===== src/rtl/itlb_pkg.sv =====
// Shared constants for the instruction translator: address width and
// the bit positions of the flag fields inside register-port words.
// Assumes a 32-bit virtual and physical address space.
package itlb_pkg;
    localparam int VA_W      = 32;
    // match word flag positions
    localparam int VALID_BIT = 0;
    localparam int LRU_LSB   = 1;
    // translate word flag positions
    localparam int CI_BIT    = 0;
    localparam int UXE_BIT   = 1;
    localparam int SXE_BIT   = 2;

    typedef enum logic {
        TBL_MATCH = 1'b0,
        TBL_XLAT  = 1'b1
    } tbl_sel_e;
endpackage


===== src/rtl/itlb_store.sv =====
// Entry storage for all ways and sets, plus usage-counter aging.
// Owns the register-port write and read paths. A match-entry write
// overrides a same-edge counter update for the entry it addresses.
// Assumes PAGE_LOG2 >= 3 so the flag bits sit below the page number.
module itlb_store
    import itlb_pkg::*;
#(
    parameter int NWAYS      = 2,
    parameter int NSETS_LOG2 = 2,
    parameter int PAGE_LOG2  = 13,
    parameter int USTATES    = 4,
    localparam int NSETS   = 1 << NSETS_LOG2,
    localparam int TAG_LSB = PAGE_LOG2 + NSETS_LOG2,
    localparam int TAG_W   = VA_W - TAG_LSB,
    localparam int PPN_W   = VA_W - PAGE_LOG2,
    localparam int WAY_W   = (NWAYS > 1) ? $clog2(NWAYS) : 1,
    localparam int LRU_W   = (USTATES > 2) ? $clog2(USTATES) : 1
) (
    input  logic                  clk,
    input  logic                  rst_n,
    input  logic                  cfg_we,
    input  logic                  cfg_xlat,
    input  logic [WAY_W-1:0]      cfg_way,
    input  logic [NSETS_LOG2-1:0] cfg_set,
    input  logic [VA_W-1:0]       cfg_wdata,
    output logic [VA_W-1:0]       cfg_rdata,
    input  logic                  upd_en,
    input  logic [WAY_W-1:0]      upd_way,
    input  logic [NSETS_LOG2-1:0] upd_set,
    output logic [TAG_W-1:0]      tag_q   [NWAYS][NSETS],
    output logic                  valid_q [NWAYS][NSETS],
    output logic [PPN_W-1:0]      ppn_q   [NWAYS][NSETS],
    output logic                  ci_q    [NWAYS][NSETS],
    output logic                  uxe_q   [NWAYS][NSETS],
    output logic                  sxe_q   [NWAYS][NSETS]
);
    localparam logic [LRU_W-1:0] LRU_MAX = LRU_W'(USTATES - 1);

    logic [LRU_W-1:0] lru_q [NWAYS][NSETS];
    logic wr_match, wr_xlat, way_ok;
    logic [NWAYS*NSETS*LRU_W-1:0] lru_flat;
    logic unused_wdata;

    assign way_ok   = (int'(cfg_way) < NWAYS);
    assign wr_match = cfg_we && (cfg_xlat == TBL_MATCH) && way_ok;
    assign wr_xlat  = cfg_we && (cfg_xlat == TBL_XLAT) && way_ok;
    assign unused_wdata = ^cfg_wdata;

    // Valid bits and usage counters: reset, register writes, aging on hits.
    always_ff @(posedge clk) begin
        for (int w = 0; w < NWAYS; w++) begin
            for (int s = 0; s < NSETS; s++) begin
                if (!rst_n) begin
                    valid_q[w][s] <= 1'b0;
                    lru_q[w][s]   <= '0;
                end else begin
                    if (wr_match && int'(cfg_way) == w && int'(cfg_set) == s) begin
                        valid_q[w][s] <= cfg_wdata[VALID_BIT];
                        lru_q[w][s]   <= cfg_wdata[LRU_LSB +: LRU_W];
                    end else if (upd_en && int'(upd_set) == s) begin
                        if (int'(upd_way) == w)
                            lru_q[w][s] <= LRU_MAX;
                        else if (lru_q[w][s] != '0)
                            lru_q[w][s] <= lru_q[w][s] - 1'b1;
                    end
                end
            end
        end
    end

    // Tags, page numbers and permission flags: written only by software.
    always_ff @(posedge clk) begin
        for (int w = 0; w < NWAYS; w++) begin
            for (int s = 0; s < NSETS; s++) begin
                if (wr_match && int'(cfg_way) == w && int'(cfg_set) == s)
                    tag_q[w][s] <= cfg_wdata[VA_W-1:TAG_LSB];
                if (wr_xlat && int'(cfg_way) == w && int'(cfg_set) == s) begin
                    ppn_q[w][s] <= cfg_wdata[VA_W-1:PAGE_LOG2];
                    ci_q[w][s]  <= cfg_wdata[CI_BIT];
                    uxe_q[w][s] <= cfg_wdata[UXE_BIT];
                    sxe_q[w][s] <= cfg_wdata[SXE_BIT];
                end
            end
        end
    end

    // Read path: rebuild the addressed word in register-port layout.
    always_comb begin
        cfg_rdata = '0;
        if (way_ok) begin
            if (cfg_xlat == TBL_XLAT) begin
                cfg_rdata[VA_W-1:PAGE_LOG2] = ppn_q[cfg_way][cfg_set];
                cfg_rdata[CI_BIT]           = ci_q[cfg_way][cfg_set];
                cfg_rdata[UXE_BIT]          = uxe_q[cfg_way][cfg_set];
                cfg_rdata[SXE_BIT]          = sxe_q[cfg_way][cfg_set];
            end else begin
                cfg_rdata[VA_W-1:TAG_LSB]       = tag_q[cfg_way][cfg_set];
                cfg_rdata[LRU_LSB +: LRU_W]     = lru_q[cfg_way][cfg_set];
                cfg_rdata[VALID_BIT]            = valid_q[cfg_way][cfg_set];
            end
        end
    end

    // Flatten counters for whole-table stability checks.
    for (genvar gw = 0; gw < NWAYS; gw++) begin : g_flat_w
        for (genvar gs = 0; gs < NSETS; gs++) begin : g_flat_s
            assign lru_flat[(gw*NSETS+gs)*LRU_W +: LRU_W] = lru_q[gw][gs];
        end
    end

    // Checker state: remember last update and last match write.
    logic                  upd_chk, wr_chk;
    logic [WAY_W-1:0]      upd_chk_way, wr_chk_way;
    logic [NSETS_LOG2-1:0] upd_chk_set, wr_chk_set;
    logic [LRU_W-1:0]      wr_chk_val;

    // Capture what the next edge's counters must show.
    always_ff @(posedge clk) begin
        if (!rst_n) begin
            upd_chk <= 1'b0;
            wr_chk  <= 1'b0;
        end else begin
            upd_chk <= upd_en && !(wr_match && cfg_way == upd_way && cfg_set == upd_set);
            wr_chk  <= wr_match;
        end
        upd_chk_way <= upd_way;
        upd_chk_set <= upd_set;
        wr_chk_way  <= cfg_way;
        wr_chk_set  <= cfg_set;
        wr_chk_val  <= cfg_wdata[LRU_LSB +: LRU_W];
    end

    // the hitting way's counter reaches its maximum.
    a_r5_hit_loads_max: assert property (@(posedge clk) disable iff (!rst_n)
        upd_chk |-> lru_q[upd_chk_way][upd_chk_set] == LRU_MAX);

    // with no hit update and no match write, no counter moves.
    a_r7_counters_hold: assert property (@(posedge clk) disable iff (!rst_n)
        (!upd_en && !wr_match) |=> $stable(lru_flat));

    // a match write sets the counter even if a hit ages that entry.
    a_r10_write_wins: assert property (@(posedge clk) disable iff (!rst_n)
        wr_chk |-> lru_q[wr_chk_way][wr_chk_set] == wr_chk_val);
endmodule


===== src/rtl/itlb_lookup.sv =====
// Combinational tag compare for one lookup port: picks the set from the
// address, finds the highest valid matching way, checks execute
// permission for the given mode and forms the physical address.
// Clock and reset serve only the embedded assertions.
module itlb_lookup
    import itlb_pkg::*;
#(
    parameter int NWAYS      = 2,
    parameter int NSETS_LOG2 = 2,
    parameter int PAGE_LOG2  = 13,
    localparam int NSETS   = 1 << NSETS_LOG2,
    localparam int TAG_LSB = PAGE_LOG2 + NSETS_LOG2,
    localparam int TAG_W   = VA_W - TAG_LSB,
    localparam int PPN_W   = VA_W - PAGE_LOG2,
    localparam int WAY_W   = (NWAYS > 1) ? $clog2(NWAYS) : 1
) (
    input  logic                  clk,
    input  logic                  rst_n,
    input  logic [VA_W-1:0]       va,
    input  logic                  sup,
    input  logic [TAG_W-1:0]      tag_q   [NWAYS][NSETS],
    input  logic                  valid_q [NWAYS][NSETS],
    input  logic [PPN_W-1:0]      ppn_q   [NWAYS][NSETS],
    input  logic                  ci_q    [NWAYS][NSETS],
    input  logic                  uxe_q   [NWAYS][NSETS],
    input  logic                  sxe_q   [NWAYS][NSETS],
    output logic                  match,
    output logic [WAY_W-1:0]      way,
    output logic [NSETS_LOG2-1:0] set_idx,
    output logic                  perm,
    output logic [VA_W-1:0]       pa,
    output logic                  ci
);
    logic [TAG_W-1:0] va_tag;
    logic [NWAYS-1:0] way_hit;

    assign set_idx = va[TAG_LSB-1:PAGE_LOG2];
    assign va_tag  = va[VA_W-1:TAG_LSB];

    // One comparator per way on the selected set.
    for (genvar gw = 0; gw < NWAYS; gw++) begin : g_cmp
        assign way_hit[gw] = valid_q[gw][set_idx] && (tag_q[gw][set_idx] == va_tag);
    end

    // Highest-numbered matching way wins.
    always_comb begin
        way = '0;
        for (int w = 0; w < NWAYS; w++)
            if (way_hit[w]) way = WAY_W'(w);
    end

    // Permission, address and cache-inhibit from the chosen way.
    always_comb begin
        match = |way_hit;
        perm  = sup ? sxe_q[way][set_idx] : uxe_q[way][set_idx];
        pa    = {ppn_q[way][set_idx], va[PAGE_LOG2-1:0]};
        ci    = ci_q[way][set_idx];
    end

    // no higher way than the chosen one also matches.
    a_r3_highest_way: assert property (@(posedge clk) disable iff (!rst_n)
        match |-> (way_hit >> way) == NWAYS'(1));

    // a reported match always rests on a valid entry.
    a_r2_match_valid: assert property (@(posedge clk) disable iff (!rst_n)
        match |-> valid_q[way][set_idx]);
endmodule


===== src/rtl/itlb_xlate.sv =====
// Top of the instruction translator: one storage block, a fetch lookup
// with counter aging and a side-effect-free debug lookup. Handles the
// translation-off pass-through and the hit/miss/fault outputs.
// Assumes NWAYS in 1..4, NSETS_LOG2 in 1..8, USTATES in 2..4.
module itlb_xlate
    import itlb_pkg::*;
#(
    parameter int NWAYS      = 2,
    parameter int NSETS_LOG2 = 2,
    parameter int PAGE_LOG2  = 13,
    parameter int USTATES    = 4,
    localparam int NSETS   = 1 << NSETS_LOG2,
    localparam int TAG_W   = VA_W - PAGE_LOG2 - NSETS_LOG2,
    localparam int PPN_W   = VA_W - PAGE_LOG2,
    localparam int WAY_W   = (NWAYS > 1) ? $clog2(NWAYS) : 1
) (
    input  logic                  clk,
    input  logic                  rst_n,
    input  logic                  xl_en,
    input  logic                  mmu_present,
    input  logic                  fetch_vld,
    input  logic                  fetch_sup,
    input  logic [VA_W-1:0]       fetch_va,
    output logic                  fetch_hit,
    output logic                  fetch_miss,
    output logic                  fetch_fault,
    output logic [VA_W-1:0]       fetch_pa,
    output logic                  fetch_ci,
    input  logic [VA_W-1:0]       dbg_va,
    output logic [VA_W-1:0]       dbg_pa,
    input  logic                  cfg_we,
    input  logic                  cfg_xlat,
    input  logic [WAY_W-1:0]      cfg_way,
    input  logic [NSETS_LOG2-1:0] cfg_set,
    input  logic [VA_W-1:0]       cfg_wdata,
    output logic [VA_W-1:0]       cfg_rdata
);
    logic [TAG_W-1:0] tag_q   [NWAYS][NSETS];
    logic             valid_q [NWAYS][NSETS];
    logic [PPN_W-1:0] ppn_q   [NWAYS][NSETS];
    logic             ci_q    [NWAYS][NSETS];
    logic             uxe_q   [NWAYS][NSETS];
    logic             sxe_q   [NWAYS][NSETS];

    logic                  xl_on;
    logic                  f_match, f_perm, f_ci, d_match, d_perm, d_ci;
    logic [WAY_W-1:0]      f_way, d_way;
    logic [NSETS_LOG2-1:0] f_set, d_set;
    logic [VA_W-1:0]       f_pa, d_pa;
    logic                  upd_en;
    logic                  unused_dbg;

    assign xl_on      = xl_en && mmu_present;
    assign upd_en     = fetch_vld && xl_on && f_match;
    assign unused_dbg = ^{d_way, d_set, d_ci};

    itlb_store #(
        .NWAYS(NWAYS), .NSETS_LOG2(NSETS_LOG2),
        .PAGE_LOG2(PAGE_LOG2), .USTATES(USTATES)
    ) u_store (
        .clk(clk), .rst_n(rst_n),
        .cfg_we(cfg_we), .cfg_xlat(cfg_xlat), .cfg_way(cfg_way),
        .cfg_set(cfg_set), .cfg_wdata(cfg_wdata), .cfg_rdata(cfg_rdata),
        .upd_en(upd_en), .upd_way(f_way), .upd_set(f_set),
        .tag_q(tag_q), .valid_q(valid_q), .ppn_q(ppn_q),
        .ci_q(ci_q), .uxe_q(uxe_q), .sxe_q(sxe_q)
    );

    itlb_lookup #(
        .NWAYS(NWAYS), .NSETS_LOG2(NSETS_LOG2), .PAGE_LOG2(PAGE_LOG2)
    ) u_fetch_lu (
        .clk(clk), .rst_n(rst_n), .va(fetch_va), .sup(fetch_sup),
        .tag_q(tag_q), .valid_q(valid_q), .ppn_q(ppn_q),
        .ci_q(ci_q), .uxe_q(uxe_q), .sxe_q(sxe_q),
        .match(f_match), .way(f_way), .set_idx(f_set),
        .perm(f_perm), .pa(f_pa), .ci(f_ci)
    );

    itlb_lookup #(
        .NWAYS(NWAYS), .NSETS_LOG2(NSETS_LOG2), .PAGE_LOG2(PAGE_LOG2)
    ) u_dbg_lu (
        .clk(clk), .rst_n(rst_n), .va(dbg_va), .sup(fetch_sup),
        .tag_q(tag_q), .valid_q(valid_q), .ppn_q(ppn_q),
        .ci_q(ci_q), .uxe_q(uxe_q), .sxe_q(sxe_q),
        .match(d_match), .way(d_way), .set_idx(d_set),
        .perm(d_perm), .pa(d_pa), .ci(d_ci)
    );

    // Fetch result: pass-through when off, translation on hit, zero on miss.
    always_comb begin
        fetch_hit   = fetch_vld && xl_on && f_match;
        fetch_miss  = fetch_vld && xl_on && !f_match;
        fetch_fault = fetch_vld && xl_on && f_match && !f_perm;
        if (!xl_on) begin
            fetch_pa = fetch_va;
            fetch_ci = fetch_va[VA_W-1];
        end else if (f_match) begin
            fetch_pa = f_pa;
            fetch_ci = f_ci;
        end else begin
            fetch_pa = '0;
            fetch_ci = 1'b0;
        end
    end

    // Debug result: same compare, zero unless a permitted hit.
    always_comb begin
        if (!xl_on)                dbg_pa = dbg_va;
        else if (d_match && d_perm) dbg_pa = d_pa;
        else                       dbg_pa = '0;
    end

    // translation off copies the address and raises no event.
    a_r1_passthrough: assert property (@(posedge clk) disable iff (!rst_n)
        !xl_on |-> (fetch_pa == fetch_va && !fetch_hit && !fetch_miss && !fetch_fault));

    // a miss returns a zero address and no cache-inhibit.
    a_r7_miss_zero: assert property (@(posedge clk) disable iff (!rst_n)
        fetch_miss |-> (fetch_pa == '0 && !fetch_ci && !fetch_hit));

    // a fault is always a hit, never a miss.
    a_r4_fault_on_hit: assert property (@(posedge clk) disable iff (!rst_n)
        fetch_fault |-> (fetch_hit && !fetch_miss));

    // the debug port passes the address through when off.
    a_r8_dbg_passthrough: assert property (@(posedge clk) disable iff (!rst_n)
        !xl_on |-> dbg_pa == dbg_va);
endmodule


===== config.mk =====
export PLATFORM = sky130hd
export DESIGN_NAME = itlb_xlate
export DESIGN_NICKNAME = d
export VERILOG_FILES = /design/src/rtl/itlb_pkg.sv /design/src/rtl/itlb_store.sv /design/src/rtl/itlb_lookup.sv /design/src/rtl/itlb_xlate.sv
export SDC_FILE = /design/constraint.sdc
export NUM_CORES = 1
export LEC_CHECK = 0
export BUFFER_PORTS_ARGS = -buffer_cell sky130_fd_sc_hd__buf_2
export CORE_MARGIN = 5
export CORE_UTILIZATION = 54
export DETAILED_ROUTE_END_ITERATION = 8
export PLACE_DENSITY_LB_ADDON = 0.1
export SKIP_LAST_GASP = 1
export SLEW_MARGIN = 20
export SYNTH_ARGS = -nofsm -noshare
export SYNTH_HDL_FRONTEND = slang
export SYNTH_SLANG_ARGS = --single-unit
export TNS_END_PERCENT = 50

===== constraint.sdc =====
create_clock -name clk -period 3.6 [get_ports clk]
set_clock_uncertainty 0.2 [all_clocks]
set_input_delay 0 -clock clk [delete_from_list [all_inputs] [get_ports clk]]
set_output_delay 0 -clock clk [all_outputs]
set_load 0.05 [all_outputs]

==> impl_metrics.yaml <==
power_and_ir_drop:
  peak_supply_drop_v: 0.000409
  power.leakage_nw: 8.40
  power_density_mw_per_mm2: 400
placed_design:
  worst_setup_slack_after_placement_ns: -0.132
  dpl.cell_count: 1885
  numPortBuffers: 186
  dpl_cell_area_mm2: 0.0218
  dpl.hpwl_um: 46300
  place_congestion: 0.941
job:
  cap_violations: 0
sta:
  slew_viol_final: 0
  period_share: 1.13
  hold_violations: 0
  maxClockFrequency_mhz: 246
  final.setup.worst_slack_ns: -0.473
  number_of_setup_violations_in_the_final_report: 91
  worstMarginPinSlew_ns: 0.852
  rsz_0062_raised_after_global_routing: "true"
  relSlewSlack: 0.432
  final.min_clock_period_ns: 4.07
  final.setup.tns_ns: -20.21
finish:
  finish.cell_count_without_fillers: 2006
  drive_above_1_share: 0.475
  syn_to_final_growth_pct: 24.0
  final_net_count: 1636
  final_area_mm2: 0.0243
clocking:
  tritoncts: "yes"
  clock_tree.root_cell: "sky130_fd_sc_hd__clkbuf_16"
  cts-buffers-inserted: 36
  path_clk_slew_ns: 0.07
  cts_num_sinks: 336
  clk_latency_ns: 0.52
  cts.path.max_buffers: 3
  htreeDepth: 2
yosys:
  netlist_area_mm2: 0.0196
  dominantRegCellSynth: "sky130_fd_sc_hd__edfxtp_1"
  synth-edff-count: 328
  post-synth-top-area-fraction: 0.503
  syn-instance-count: 1210
  post_synth_main_area_contributors: "sky130_fd_sc_hd__edfxtp_1 (50%), sky130_fd_sc_hd__mux4_2 (29%), sky130_fd_sc_hd__xnor2_1 (2.6%), sky130_fd_sc_hd__nand2_1 (1.8%), sky130_fd_sc_hd__mux2i_1 (1.2%)"
  postSynthAreaPerCell_um2: 16.2
  async_reset_ff_frac: 0
  synth.lib_cells_used.distinct: 65
  yosysSeqAreaShare: 0.511
  synth_top_cell_by_area: "sky130_fd_sc_hd__edfxtp_1"
  synth.ff_latch_count: 336
  ys_warn_count: 0
critical_path:
  timing.critical_path.fanout_max: 13
  cp-end-kind: "output port"
  critPathSlowestCell: "sky130_fd_sc_hd__mux4_2"
  crit_path_start_kind: "flop"
  crit_top_cell: "sky130_fd_sc_hd__buf_6"
  cpPeakStageDelay_ns: 0.51
  worstRegToRegCells: 14
  crit_required_ns: 3.40
  critical_path.cell_chain: "mux4_2 -> xnor2_2 -> buf_4 -> nand4_1 -> nor3_2 -> nand4_2 -> buf_6 -> buf_4 -> nand2_1 -> a2bb2oi_1 -> and3b_2 -> buf_6 -> a311o_1 -> buf_6"
  critPathKind: "reg -> out"
  crit_arrival_ns: 3.87
route:
  drt_iter0_drc: 1825
  postRouteAntennaNets: 0
  routed_wire_length_per_instance_um: 32.9
  vias_per_cell: 6.99
  route.final.wire_length_um: 65900
  drc_errors: 0
  routed-via-count: 14015
  drt_pass1_iterations: 5
hold_path:
  worstHoldPathType: "in -> reg"
  holdPathStages: 3
floorplanning:
  initial_standard_cell_utilization_of_the_core: 0.549
  io_pins: 207
  row_count: 69
  fp.dieW_um: 200
  die-height_um: 200
  design.core.area_mm2: 0.0357
  die_area_mm2: 0.0402
global_route:
  grt_start_max_net_pins: 55
  first_global_vias: 13743
  grt_pass1_wl_um: 94500
  globalRouteTotalUtil: 0.318
  gr-total-overflow: 0
  grt_antenna_before_repair: 5
outcome:
  outcome: "finished with violations"
  failed_checks: "negative setup slack"
[synth_stat cells, types with 3 or more instances]
| cell | number |
|---|---|
| sky130_fd_sc_hd__buf_6 | 6 |
| sky130_fd_sc_hd__xnor2_1 | 58 |
| sky130_fd_sc_hd__nand4_1 | 20 |
| sky130_fd_sc_hd__edfxtp_1 | 328 |
| sky130_fd_sc_hd__clkbuf_1 | 51 |
| sky130_fd_sc_hd__nand3_1 | 14 |
| sky130_fd_sc_hd__buf_2 | 16 |
| sky130_fd_sc_hd__a31oi_1 | 19 |
| sky130_fd_sc_hd__or3_1 | 5 |
| sky130_fd_sc_hd__o21ai_0 | 4 |
| sky130_fd_sc_hd__nor3_1 | 9 |
| sky130_fd_sc_hd__a22oi_1 | 4 |
| sky130_fd_sc_hd__nand3b_1 | 4 |
| sky130_fd_sc_hd__buf_4 | 14 |
| sky130_fd_sc_hd__nor2b_1 | 5 |
| sky130_fd_sc_hd__mux4_2 | 252 |
| sky130_fd_sc_hd__o21ai_1 | 8 |
| sky130_fd_sc_hd__o21a_1 | 14 |
| sky130_fd_sc_hd__dfxtp_1 | 8 |
| sky130_fd_sc_hd__nand2_1 | 94 |
| sky130_fd_sc_hd__a311o_1 | 3 |
| sky130_fd_sc_hd__nor4_1 | 7 |
| sky130_fd_sc_hd__ha_1 | 8 |
| sky130_fd_sc_hd__nand2b_1 | 3 |
| sky130_fd_sc_hd__xor2_1 | 10 |
| sky130_fd_sc_hd__and2_1 | 34 |
| sky130_fd_sc_hd__mux2i_1 | 24 |
| sky130_fd_sc_hd__or3b_2 | 19 |
| sky130_fd_sc_hd__a32oi_1 | 8 |
| sky130_fd_sc_hd__a21oi_1 | 6 |
| sky130_fd_sc_hd__o2111ai_1 | 3 |
| sky130_fd_sc_hd__inv_1 | 21 |
| sky130_fd_sc_hd__a31o_1 | 18 |
| sky130_fd_sc_hd__nor2_1 | 52 |
| sky130_fd_sc_hd__buf_1 | 19 |
| sky130_fd_sc_hd__o22ai_1 | 3 |
| sky130_fd_sc_hd__a211oi_1 | 4 |
[metal layers]
metal | GRT usage | vias to the layer above | share of wire
met1 | 0.457 | 7165 | 0.37
met3 | 0.109 | 102 | 0.15
met5 | 0 | - | 0.0010
li1 | - | 5631 | -
met4 | 0.0745 | 8 | 0.024
met2 | 0.479 | 1109 | 0.46
[metrics by stage]
stage	util	power (mW)	hold WS, ns
after global placement	0.611	6.15	0.0754
after global routing	0.681	9.99	0.105
final	0.681	9.72	0.0737
after detailed placement	0.611	6.16	0.0892
after floorplan	-	5.56	-0.101
after CTS	0.660	9.68	0.0667
[kinds of logic after synthesis]
| logic type | Yosys count | share of synthesized area |
|---|---|---|
| compound gates | 108 | 0.0423 |
| xor+xnor | 70 | 0.0321 |
| fa+ha+maj | 8 | 0.00511 |
| buf+inv | 128 | 0.0305 |
| flops | 336 | 0.511 |
| mux | 279 | 0.304 |
| other cells | 1 | 0.000192 |
| simple gates | 280 | 0.0745 |
[path summary, 6_finish.rpt]
check | start | endpoint | slack, ns
min | fetch_va[14] | u_store.lru_q[1][0] | 0.07
max reg2reg | u_store.tag_q[77] | u_store.lru_q[1][4] | -0.17
min reg2reg | u_store.valid_q[4] | u_store.valid_q[4] | 0.35
max | u_store.tag_q[12] | dbg_pa[14] | -0.47
[cells in the final DEF (no fill, tap or decap), types with 5 or more instances in the layout]
| cell type | Yosys | final |
|---|---|---|
| sky130_fd_sc_hd__nor2b_1 | 5 | 5 |
| sky130_fd_sc_hd__or3_1 | 5 | 5 |
| sky130_fd_sc_hd__clkinv_2 | 0 | 6 |
| sky130_fd_sc_hd__nor2_1 | 52 | 40 |
| sky130_fd_sc_hd__clkinv_1 | 1 | 5 |
| sky130_fd_sc_hd__nor2_2 | 0 | 12 |
| sky130_fd_sc_hd__edfxtp_1 | 328 | 328 |
| sky130_fd_sc_hd__nand4_1 | 20 | 20 |
| sky130_fd_sc_hd__buf_12 | 0 | 22 |
| sky130_fd_sc_hd__xnor2_1 | 58 | 44 |
| sky130_fd_sc_hd__buf_2 | 16 | 131 |
| sky130_fd_sc_hd__conb_1 | 1 | 10 |
| sky130_fd_sc_hd__dfxtp_1 | 8 | 8 |
| sky130_fd_sc_hd__o21a_1 | 14 | 14 |
| sky130_fd_sc_hd__a31o_1 | 18 | 18 |
| sky130_fd_sc_hd__or3b_4 | 0 | 16 |
| sky130_fd_sc_hd__mux4_2 | 252 | 252 |
| sky130_fd_sc_hd__dlygate4sd3_1 | 0 | 26 |
| sky130_fd_sc_hd__nand3_1 | 14 | 13 |
| sky130_fd_sc_hd__xnor2_2 | 2 | 15 |
| sky130_fd_sc_hd__nor3_2 | 1 | 5 |
| sky130_fd_sc_hd__nor4_1 | 7 | 7 |
| sky130_fd_sc_hd__buf_4 | 14 | 143 |
| sky130_fd_sc_hd__xor2_1 | 10 | 10 |
| sky130_fd_sc_hd__clkbuf_16 | 0 | 41 |
| sky130_fd_sc_hd__and2_1 | 34 | 32 |
| sky130_fd_sc_hd__inv_1 | 21 | 21 |
| sky130_fd_sc_hd__clkbuf_1 | 51 | 9 |
| sky130_fd_sc_hd__nand2_1 | 94 | 91 |
| sky130_fd_sc_hd__a32oi_1 | 8 | 8 |
| sky130_fd_sc_hd__mux2i_1 | 24 | 24 |
| sky130_fd_sc_hd__buf_6 | 6 | 41 |
| sky130_fd_sc_hd__a31oi_4 | 0 | 17 |
| sky130_fd_sc_hd__o21ai_1 | 8 | 7 |
| sky130_fd_sc_hd__nor3_1 | 9 | 5 |
| sky130_fd_sc_hd__a21oi_1 | 6 | 6 |
| sky130_fd_sc_hd__ha_1 | 8 | 8 |
[where the power goes]
group | internal [mW] | total [mW] | switching, mW
sequential | 4.38 | 4.44 | 0.0568
combinational | 0.709 | 1.77 | 1.07
clock | 1.99 | 3.50 | 1.51
total | 7.09 | 9.72 | 2.63
[final cells by class]
type,count,area [um2]
timing repair buffer,370,3040
antenna,1,2.50
multi-input combinational,755,9500
tap,461,577
clock inverter,13,92.6
fill,2411,11400
sequential,336,10000
inverter,22,82.6
clock buffer,48,987
[critical path, delay by kind of cell (launching register included)]
kind                      cells  cell delay (ns)
AOI/OAI and AO/OA             2             0.41
xor gates and xnor gates      1             0.17
buffers and inverters         5             0.90
DFF                           1             0.40
muxes                         1             0.51
and+or+nand+nor               5             0.94
[what timing repair did]
item | in CTS | in global routing
pin swaps | 8 | 30
hold buffers | 26 | 0
resized for setup | 74 | 114
setup endpoints to repair | 66 | 98
hold endpoints to repair | 360 | 0
cloned | 1 | 5
buffers inserted | 13 | 18
[flip-flops by register name, summed over array words and instances, names as in the netlist]
signal           count
u_store.ci_q         8
u_store.valid_q      8
u_store.lru_q       16
u_store.sxe_q        8
u_store.tag_q      136
u_store.uxe_q        8
u_store.ppn_q      152
Power figures use the tool's default switching activity.
